## config.mk

```make
export PLATFORM = sky130hd
export DESIGN_NAME = blkcopy_engine
export DESIGN_NICKNAME = d
export VERILOG_FILES = /design/src/rtl/blkcopy_engine.sv
export SDC_FILE = /design/constraint.sdc
export NUM_CORES = 1
export LEC_CHECK = 0
export ABC_AREA = 1
export BUFFER_PORTS_ARGS = -buffer_cell sky130_fd_sc_hd__buf_2
export CAP_MARGIN = 40
export CORE_ASPECT_RATIO = 1.75
export CORE_UTILIZATION = 48
export CTS_CLUSTER_SIZE = 25
export DETAILED_ROUTE_END_ITERATION = 8
export PLACE_DENSITY = 0.86
export REMOVE_ABC_BUFFERS = 1
export SYNTH_ARGS = -nofsm -noshare
export SYNTH_HDL_FRONTEND = slang
export SYNTH_SLANG_ARGS = --single-unit
```

## constraint.sdc

```tcl
create_clock -name clk -period 2.1 [get_ports clk]
set_input_delay 0.105 -clock clk [delete_from_list [all_inputs] [get_ports clk]]
set_output_delay 0.105 -clock clk [all_outputs]
set_load 0.01 [all_outputs]
```

## src/rtl/blkcopy_engine.sv

```systemverilog
module blkcopy_engine #(
  parameter int ADDR_W = 16,
  parameter int CNT_W  = 16
) (
  input  logic              clk,
  input  logic              rst_n,
  input  logic              start,
  input  logic [ADDR_W-1:0] cfg_src,
  input  logic [ADDR_W-1:0] cfg_dst,
  input  logic [CNT_W-1:0]  cfg_cnt,
  input  logic              cfg_wide,
  input  logic              cfg_down,
  output logic              busy,
  output logic              done,
  output logic [ADDR_W-1:0] cur_src,
  output logic [ADDR_W-1:0] cur_dst,
  output logic [CNT_W-1:0]  cur_cnt,
  output logic              mem_rd,
  output logic              mem_wr,
  output logic [ADDR_W-1:0] mem_addr,
  output logic              mem_wide,
  output logic [15:0]       mem_wdata,
  input  logic [15:0]       mem_rdata
);
  typedef enum logic [1:0] {S_IDLE, S_RD, S_WR} st_t;

  st_t               st;
  logic [ADDR_W-1:0] src_q, dst_q;
  logic [CNT_W-1:0]  cnt_q;
  logic              wide_q, down_q, done_q;

  wire [ADDR_W-1:0] step   = wide_q ? ADDR_W'(2) : ADDR_W'(1);
  wire [ADDR_W-1:0] src_nx = down_q ? src_q - step : src_q + step;
  wire [ADDR_W-1:0] dst_nx = down_q ? dst_q - step : dst_q + step;
  wire              accept = start && (st == S_IDLE);

  always_ff @(posedge clk or negedge rst_n) begin
    if (!rst_n) begin
      st     <= S_IDLE;
      src_q  <= '0;
      dst_q  <= '0;
      cnt_q  <= '0;
      wide_q <= 1'b0;
      down_q <= 1'b0;
      done_q <= 1'b0;
    end else begin
      case (st)
        S_IDLE: if (accept) begin
          src_q  <= cfg_src;
          dst_q  <= cfg_dst;
          cnt_q  <= cfg_cnt;
          wide_q <= cfg_wide;
          down_q <= cfg_down;
          done_q <= (cfg_cnt == '0);
          st     <= (cfg_cnt == '0) ? S_IDLE : S_RD;
        end
        S_RD: st <= S_WR;
        S_WR: begin
          src_q <= src_nx;
          dst_q <= dst_nx;
          cnt_q <= cnt_q - CNT_W'(1);
          if (cnt_q == CNT_W'(1)) begin
            st     <= S_IDLE;
            done_q <= 1'b1;
          end else begin
            st <= S_RD;
          end
        end
        default: st <= S_IDLE;
      endcase
    end
  end

  assign busy      = (st != S_IDLE);
  assign done      = done_q;
  assign cur_src   = src_q;
  assign cur_dst   = dst_q;
  assign cur_cnt   = cnt_q;
  assign mem_rd    = (st == S_RD);
  assign mem_wr    = (st == S_WR);
  assign mem_addr  = mem_wr ? dst_q : src_q;
  assign mem_wide  = wide_q;
  assign mem_wdata = wide_q ? mem_rdata : {8'h00, mem_rdata[7:0]};
endmodule

```

==> results of run 1 <==
## layout make-up
type / count / area [µm²]
multi-input combinational: 595 / 3210
clock buffer: 5 / 125
inverter: 85 / 324
timing repair buffer: 163 / 958
clock inverter: 3 / 50.0
sequential: 53 / 1330
fill: 929 / 3700
tap: 125 / 156
## layout by cell type (no fill, tap or decap), drive strengths merged, types with 5 or more instances in the layout
| cell | synthesis | layout |
|---|---|---|
| o21ai | 56 | 56 |
| xor2 | 10 | 10 |
| nor4 | 7 | 7 |
| a21oi | 34 | 34 |
| buf | 25 | 159 |
| nand2 | 243 | 243 |
| nand4 | 7 | 7 |
| inv | 85 | 86 |
| nand3 | 51 | 51 |
| o22ai | 8 | 8 |
| ha | 32 | 32 |
| clkbuf | 8 | 7 |
| nor3 | 8 | 8 |
| o21bai | 5 | 5 |
| dfrtp | 53 | 53 |
| nor2 | 105 | 105 |
| a21o | 9 | 9 |
## path summary, 6_finish.rpt
path                           from     endpoint  cells past startpoint
setup / recovery             down_q  cur_src[14]                     11
hold reg to reg                done         done                      2
hold / removal             cfg_wide     mem_wide                      3
max in group asynchronous     rst_n       down_q                      3
min in group asynchronous     rst_n  cur_src[10]                      2
setup reg to reg             down_q  cur_src[14]                     11
## registers in the layout (all words and copies together), names as in the netlist
register / flops
cur_cnt: 16
cur_dst: 16
cur_src: 16
st: 2
done: 1
down_q: 1
mem_wide: 1
## worst max-delay path, cell delays in order, from the launching register on
cell	delay [ns]
dfrtp_2	0.49
buf_12	0.18
ha_1	0.34
nand2_1	0.11
inv_1	0.10
nand3_1	0.13
o21ai_4	0.23
nand2_1	0.10
nand3_1	0.08
nand3_1	0.09
nand2_1	0.07
nand2_1	0.04
## metal layers
layer / part of all wire (%) / wire length, µm / track usage, % / up-vias
li1: - / - / - / 2753
met1: 36 / 5530 / 28.7 / 2579
met2: 54 / 8430 / 53.9 / 228
met3: 5.8 / 900 / 4.71 / 47
met4: 4.2 / 651 / 14.4 / 0
met5: 0 / 0 / 0 / -
## repair_timing
action                     CTS  global route
resized for setup            0            40
buffers inserted             0             5
hold endpoints to repair    22             0
setup endpoints to repair    0            19
hold buffers                 2             0
## cells by family (layout without fill, tap and decap cells)
kind of cell | after synthesis | count (layout) | synth area share [%]
XOR/XNOR | 14 | 14 | 2.52
flip-flops | 53 | 53 | 27.2
adder cells (fa/ha/maj) | 32 | 32 | 8.22
AO/OA/AOI/OAI | 125 | 125 | 15.2
buffers and inverters | 118 | 256 | 10.7
AND/OR/NAND/NOR | 424 | 424 | 36.1
## where the power goes
group | total (mW) | switching (mW) | internal (mW)
Clock | 1.02 | 0.441 | 0.575
Sequential | 2.28 | 0.726 | 1.56
Combinational | 8.91 | 5.42 | 3.49
Total | 12.2 | 6.59 | 5.62
==> impl_metrics.csv, run 1 <==
group,metric,value,unit
power_and_ir_drop,ir_worst_vdd,1010,µV
drt,drt_iter0_drc,336,
logic_synthesis,avgSynthCellArea,6.36,µm²
logic_synthesis,synth-edff-count,0,
timing,slew_headroom,60.8,%
placed_design,place_ws,0.0640,ns
timing,slew_viol_final,0,
setup_path,end_kind,"register",
placed_design,dpl.cell_count,1012,
floorplanning,io_pins,154,
timing,fin_crit_sh,99.9,%
clock_tree,cts.path.max_buffers,2,
clock_tree,clk_pin_slew,0.08,ns
logic_synthesis,ys_warn_count,0,
setup_path,r2r_setup_slack,0.001,ns
grt,grt_usage,28.2,%
floorplanning,rows,48,
status,outcome,"completed",
drt,avgRoutedWirePerCell,15.1,µm
placed_design,place_area,5690,µm²
layout,area_growth,26.2,%
setup_path,cp_max_fo,9,
timing,finClkSkew,0.0102,ns
drt,firstDrtPassIters,5,
floorplanning,die_w,78.2,µm
hold_path,hold_class,"primary input to register",
clock_tree,clk_latency,0.31,ns
floorplanning,die_area,10600,µm²
logic_synthesis,ys_async_sr_fraction,100,%
logic_synthesis,ys.flop_type,"dfrtp_1",
logic_synthesis,yosys_register_bits,53,
flow_run,drv_cap,0,
floorplanning,start_util,49.5,%
setup_path,cp_data_arrival_time,2.30,ns
drt,drc,0,
setup_path,start_kind,"register",
timing,hold_slack,0.00830,ns
timing,tns,0,ns
grt,grt_pass1_vias,5183,
layout,final_cell_area,6150,µm²
clock_tree,cts_buffers,5,
power_and_ir_drop,p_total,12.2,mW
timing,rsz0062_at_grt,"yes",
setup_path,worstPathRequired,2.30,ns
logic_synthesis,yosysSeqAreaShare,27.2,%
power_and_ir_drop,power.leakage,3.32,nW
logic_synthesis,synth_top_area_cell,"dfrtp_1",
placed_design,gp_congestion,0.910,
logic_synthesis,yosysTopAreaCellShare,27.2,%
grt,grt_pass1_wl,23.3,mm
timing,finalWorstSetupSlack,0.00140,ns
logic_synthesis,synth_cells,766,
grt,gr-total-overflow,0,
logic_synthesis,yosysMostFrequentCell,"nand2_1",
drt,via_count,5607,
timing,fin_crit,2.10,ns
clock_tree,clock_sinks,53,
timing,finalSetupViolCount,0,
grt,grt_start_max_net_pins,59,
clock_tree,h-tree-depth,2,
timing,finalHoldViolCount,0,
grt,antenna_found_initial,0,
logic_synthesis,synthTopCellsByCount,"nand2_1, nor2_1, inv_1, dfrtp_1, o21ai_0",
floorplanning,die_y,135,µm
layout,fin_util,62.4,%
setup_path,crit_type,"register to register",
timing,worst_pin_slew,0.588,ns
layout,fin_nets,1004,
drt,drt_wl_total,15.5,mm
layout,drive_gt1_share,25.0,%
clock_tree,cts_tree,"yes",
layout,final_cell_count_no_fill,1029,
timing,timing.fmax,0.477,GHz
drt,postRouteAntennaNets,0,
logic_synthesis,synth_area,4870,µm²
placed_design,io_buffers,137,
layout,diodes,0,
logic_synthesis,synth_area_leaders,"dfrtp_1, nand2_1, ha_1, nor2_1, inv_1",
power_and_ir_drop,power_density,1990,nW/µm²
drt,via_per_inst,5.45,
logic_synthesis,ys_types,43,
placed_design,post-dp-hpwl,11.4,mm
clock_tree,clock-root-buffer,"clkbuf_16",
floorplanning,coreArea,9850,µm²
Power figures use the tool's default switching activity.
==> inputs of run 2 (changes only) <==
Settings changed: CORE_ASPECT_RATIO 1.75 to 1.4.
==> impl_metrics.csv, run 2 (synthesis results as in run 1) <==
group,metric,value,unit
floorplanning,die_area,10600,µm²
power_and_ir_drop,ir_worst_vdd,981,µV
clock_tree,clk_latency,0.31,ns
setup_path,worstPathRequired,2.30,ns
setup_path,worstSetupEndpoint,"cur_dst[15]",
status,violations,"negative hold slack",
setup_path,cpPeakStageDelay,0.43,ns
layout,fin_nets,999,
grt,use_met1,29.9,%
drt,via_per_inst,5.36,
status,outcome,"finished, violations left",
drt,firstDrtPassIters,5,
floorplanning,start_util,49.2,%
setup_path,reg2reg_from,"down_q",
drt,postRouteAntennaNets,0,
setup_path,cpMostUsedCell,"nand2_1",
floorplanning,die_y,121,µm
timing,hold_slack,-0.00385,ns
setup_path,end_kind,"register",
layout,final_common_cell,"nand2_1",
drt,drt_wl_total,14.4,mm
placed_design,io_buffers,137,
clock_tree,clk_pin_slew,0.08,ns
setup_path,critPathLaunch,"down_q",
timing,timing.fmax,0.494,GHz
clock_tree,clock-root-buffer,"clkbuf_16",
timing,finalSetupViolCount,0,
drt,drc,0,
timing,finalHoldViolCount,1,
grt,grtUsageMet3,4.90,%
floorplanning,die_w,87.2,µm
grt,antenna_found_initial,0,
setup_path,cp_top_family,"simple AND/OR/NAND/NOR gates",
flow_run,drv_cap,0,
placed_design,gp_congestion,0.913,
power_and_ir_drop,power.leakage,3.27,nW
setup_path,crit_slowest_cell,"dfrtp_2",
layout,diodes,0,
clock_tree,cts.path.max_buffers,2,
grt,grt_busiest_layer,"met2",
grt,grt_pass1_wl,23.0,mm
setup_path,start_kind,"register",
setup_path,crit_type,"register to register",
drt,via_count,5547,
grt,grt_start_max_net_pins,36,
clock_tree,cts_tree,"yes",
grt,grt_use_met2,51.1,%
timing,slew_headroom,62.5,%
grt,grt_pass1_vias,5237,
setup_path,r2r_setup_slack,0.07,ns
timing,finClkSkew,0.0132,ns
clock_tree,cts_buffers,5,
drt,drt_iter0_drc,270,
clock_tree,h-tree-depth,2,
grt,gr-total-overflow,0,
layout,most-common-layout-cells,"nand2_1, buf_2, nor2_1",
timing,worst_pin_slew,0.562,ns
timing,slew_viol_final,0,
layout,area_growth,23.5,%
setup_path,r2r_cells,11,
layout,drive_gt1_share,24.8,%
timing,tns,0,ns
floorplanning,rows,43,
placed_design,post-dp-hpwl,10.7,mm
floorplanning,io_pins,154,
layout,fin_util,60.8,%
timing,fin_crit,2.03,ns
setup_path,path_depth,11,
power_and_ir_drop,power_density,1950,nW/µm²
setup_path,cp_max_fo,10,
clock_tree,clock_sinks,53,
timing,fin_crit_sh,96.5,%
hold_path,hold_class,"primary input to register",
floorplanning,coreArea,9900,µm²
setup_path,cp_data_arrival_time,2.22,ns
timing,rsz0062_at_grt,"yes",
setup_path,path_buf_inv,1,
setup_path,r2r_end,"cur_dst[15]",
grt,grt_usage,27.6,%
setup_path,crit_chain,"buf_4 > ha_2 > a21o_1 > a21oi_1 > nor2_1 > nor2_1 > nand2_1 > nand2_1 > nand3_1 > nand2_1 > nand2_1",
drt,avgRoutedWirePerCell,14.0,µm
power_and_ir_drop,p_total,11.7,mW
-- run 2: changes by cell type in the layout (fill, tap and decap cells not counted), sizes merged --
| cell | change |
|---|---|
| bufinv | -1 |
| clkinv | -1 |
| inv | -1 |
| dlygate4sd3 | -1 |
| clkinvlp | +2 |
| buf | -3 |
-- run 2: layout make-up --
cell class | instances | area (µm²)
fill | 945 | 3880
multi-input combinational | 595 | 3180
sequential | 53 | 1330
timing repair buffer | 158 | 870
inverter | 85 | 324
tap | 135 | 169
clock buffer | 6 | 129
clock inverter | 2 | 15.0
-- run 2: power breakdown --
part / switching (mW) / total (mW) / internal (mW)
sequential: 0.693 / 2.25 / 1.56
clock: 0.410 / 0.855 / 0.444
combinational: 5.32 / 8.61 / 3.29
total: 6.42 / 11.7 / 5.30
-- run 2: routing by layer --
layer | routed length, µm | vias up
met5 | 0 | -
met4 | 507 | 0
met3 | 802 | 48
met2 | 7460 | 217
met1 | 5660 | 2546
li1 | - | 2736
-- run 2: worst min-delay path by stage --
stage             start           to  cells after the start
4_1_cts        cfg_wide     mem_wide                      3
2_1_floorplan     rst_n   cur_cnt[0]                      0
5_1_grt        cfg_wide     mem_wide                      3
3_3_place_gp      rst_n  cur_src[14]                      1
6_report       cfg_wide     mem_wide                      3
3_5_place_dp      rst_n  cur_src[14]                      1
-- run 2: worst register-to-register path: cells and delay by family, from the launching register on --
family / cells / cell delay (ns)
AND/OR/NAND/NOR: 7 / 0.54
flip-flops: 1 / 0.43
AO/OA/AOI/OAI: 2 / 0.37
adder cells (fa/ha/maj): 1 / 0.35
buffers and inverters: 1 / 0.23
-- run 2: through the flow --
step                setup slack [ns]  instance area [µm²]  cells
floorplan                      -1.54                 4670    733
global placement               0.176                 5680   1023
detailed placement            0.0977                 5680   1023
CTS                           0.0892                 5830   1032
global route                 -0.0761                 6020   1034
finish                        0.0738                 6020   1034
-- run 2: what timing repair did --
action | CTS | global route
hold endpoints to repair | 22 | 0
hold buffers | 1 | 0
buffers inserted | 0 | 1
gates resized for setup | 0 | 46
setup endpoints to repair | 0 | 18
==> inputs of run 3 (changes only) <==
Settings changed: MAX_ROUTING_LAYER from default to met4.
==> impl_metrics.csv, run 3 (synthesis results as in run 1) <==
group,metric,value,unit
flow_run,drv_cap,0,
clock_tree,clock-root-buffer,"clkbuf_16",
timing,finClkSkew,0.0120,ns
clock_tree,clock_sinks,53,
layout,drive_gt1_share,22.9,%
clock_tree,cts.path.max_buffers,2,
setup_path,worstSetupEndpoint,"cur_dst[14]",
timing,finalHoldViolCount,0,
grt,antenna_found_initial,0,
layout,fillerInstances,995,
placed_design,place_area,5670,µm²
timing,worst_pin_slew,0.563,ns
layout,diodes,0,
layout,fin_nets,995,
setup_path,r2r_end,"cur_dst[14]",
floorplanning,die_w,87.2,µm
drt,via_count,5410,
floorplanning,die_area,10600,µm²
layout,final_common_cell,"nand2_1",
floorplanning,coreArea,9900,µm²
hold_path,hold_class,"primary input to register",
drt,drt_iter0_drc,268,
grt,grt_start_max_net_pins,59,
power_and_ir_drop,p_total,11.4,mW
setup_path,r2r_cells,11,
floorplanning,io_pins,154,
layout,multi_input_area,3090,µm²
drt,avgRoutedWirePerCell,13.7,µm
timing,hold_slack,0.00467,ns
setup_path,cpPeakStageDelay,0.39,ns
power_and_ir_drop,power_density,1930,nW/µm²
setup_path,crit_type,"register to register",
timing,fin_crit,2.00,ns
drt,via_per_inst,5.25,
setup_path,r2r_setup_slack,0.1,ns
clock_tree,h-tree-depth,2,
drt,postRouteAntennaNets,0,
setup_path,end_kind,"register",
layout,area_growth,20.9,%
timing,finalSetupViolCount,0,
layout,final_cell_area,5890,µm²
timing,slew_headroom,62.4,%
setup_path,cpMostUsedCell,"nand2_1",
clock_tree,post-cts-setup-buffers,0,
setup_path,cp_top_family,"simple AND/OR/NAND/NOR gates",
setup_path,start_kind,"register",
setup_path,reg2reg_from,"down_q",
setup_path,critPathLaunch,"down_q",
status,outcome,"completed",
setup_path,path_buf_inv,2,
timing,fin_crit_sh,95.3,%
setup_path,crit_chain,"buf_4 > ha_1 > nand2_1 > inv_1 > nand3_1 > o21ai_2 > nand2_1 > nand3_1 > nand3_1 > nand2_1 > nand2_1",
floorplanning,rows,43,
timing,timing.fmax,0.500,GHz
setup_path,cp_max_fo,14,
layout,final_cell_count_no_fill,1030,
drt,routed.top_layer,"met4",
setup_path,worstPathRequired,2.29,ns
layout,regArea,1330,µm²
floorplanning,start_util,49.2,%
drt,met1_length,5.46,mm
setup_path,crit_slowest_cell,"dfrtp_1",
grt,grt_pass1_vias,5118,
placed_design,dpl.cell_count,1021,
timing,rsz0062_at_grt,"yes",
clock_tree,clk_pin_slew,0.08,ns
drt,drt_wl_total,14.1,mm
placed_design,io_buffers,137,
grt,gr-total-overflow,0,
drt,wl_met2,7.46,mm
clock_tree,cts_buffers,5,
power_and_ir_drop,ir_worst_vdd,854,µV
setup_path,cp_data_arrival_time,2.19,ns
clock_tree,cts_tree,"yes",
drt,drc,0,
floorplanning,die_y,121,µm
setup_path,path_depth,11,
clock_tree,clk_latency,0.31,ns
layout,most-common-layout-cells,"nand2_1, buf_2, nor2_1",
grt,grt_usage,28.3,%
drt,firstDrtPassIters,5,
placed_design,post-dp-hpwl,10.6,mm
timing,slew_viol_final,0,
power_and_ir_drop,power.leakage,3.25,nW
grt,grt_pass1_wl,22.9,mm
placed_design,gp_congestion,0.920,
drt,wl_met3,645,µm
[run 3: tightest hold or removal path, delay by kind of cell]
family / cells / cell delay (ns)
buffers and inverters: 1 / 0.08
and+or+nand+nor: 1 / 0.04
AOI/OAI and AO/OA: 1 / 0.05
[run 3: worst min path at each step]
stage	startpoint	to	slack [ns]	cells after the start
finish	cfg_wide	mem_wide	0.005	3
global route	cfg_wide	mem_wide	0.02	3
CTS	cfg_wide	mem_wide	0.001	3
detailed placement	rst_n	cur_src[15]	0.12	1
global placement	rst_n	cur_src[11]	0.13	1
floorplan	rst_n	cur_cnt[0]	-0.19	0
[run 3: area by class of cell]
type                            instances  area share (%)
Clock buffer                            5            2.12
Multi-Input combinational cell        595            52.5
Timing Repair Buffer                  154            14.1
Sequential cell                        53            22.5
Clock inverter                          3           0.361
Inverter                               85            5.50
Tap cell                              135            2.87
[run 3: power breakdown]
part	leakage (nW)	switching [mW]	internal [mW]
Combinational	2.55	5.18	3.11
Sequential	0.635	0.658	1.56
Clock	0.0702	0.412	0.446
[run 3: per-layer routing]
layer | track usage, % | vias up
met5 | - | -
met4 | 12.1 | 0
met3 | 4.29 | 46
met2 | 51.3 | 175
met1 | 30.2 | 2459
li1 | - | 2730
[run 3: what timing repair did]
action	4_1_cts	5_1_grt
hold buffers	1	0
resized for setup	0	25
setup endpoints to repair	0	17
hold endpoints to repair	21	0
[run 3: stage by stage]
stage | setup slack [ns] | utilization [%] | TNS (ns)
detailed placement | 0.110 | 57.2 | 0
global route | -0.0449 | 59.5 | -0.178
CTS | 0.0632 | 58.8 | 0
floorplan | -1.54 | - | -81.38
finish | 0.0995 | 59.5 | 0
global placement | 0.158 | 57.2 | 0
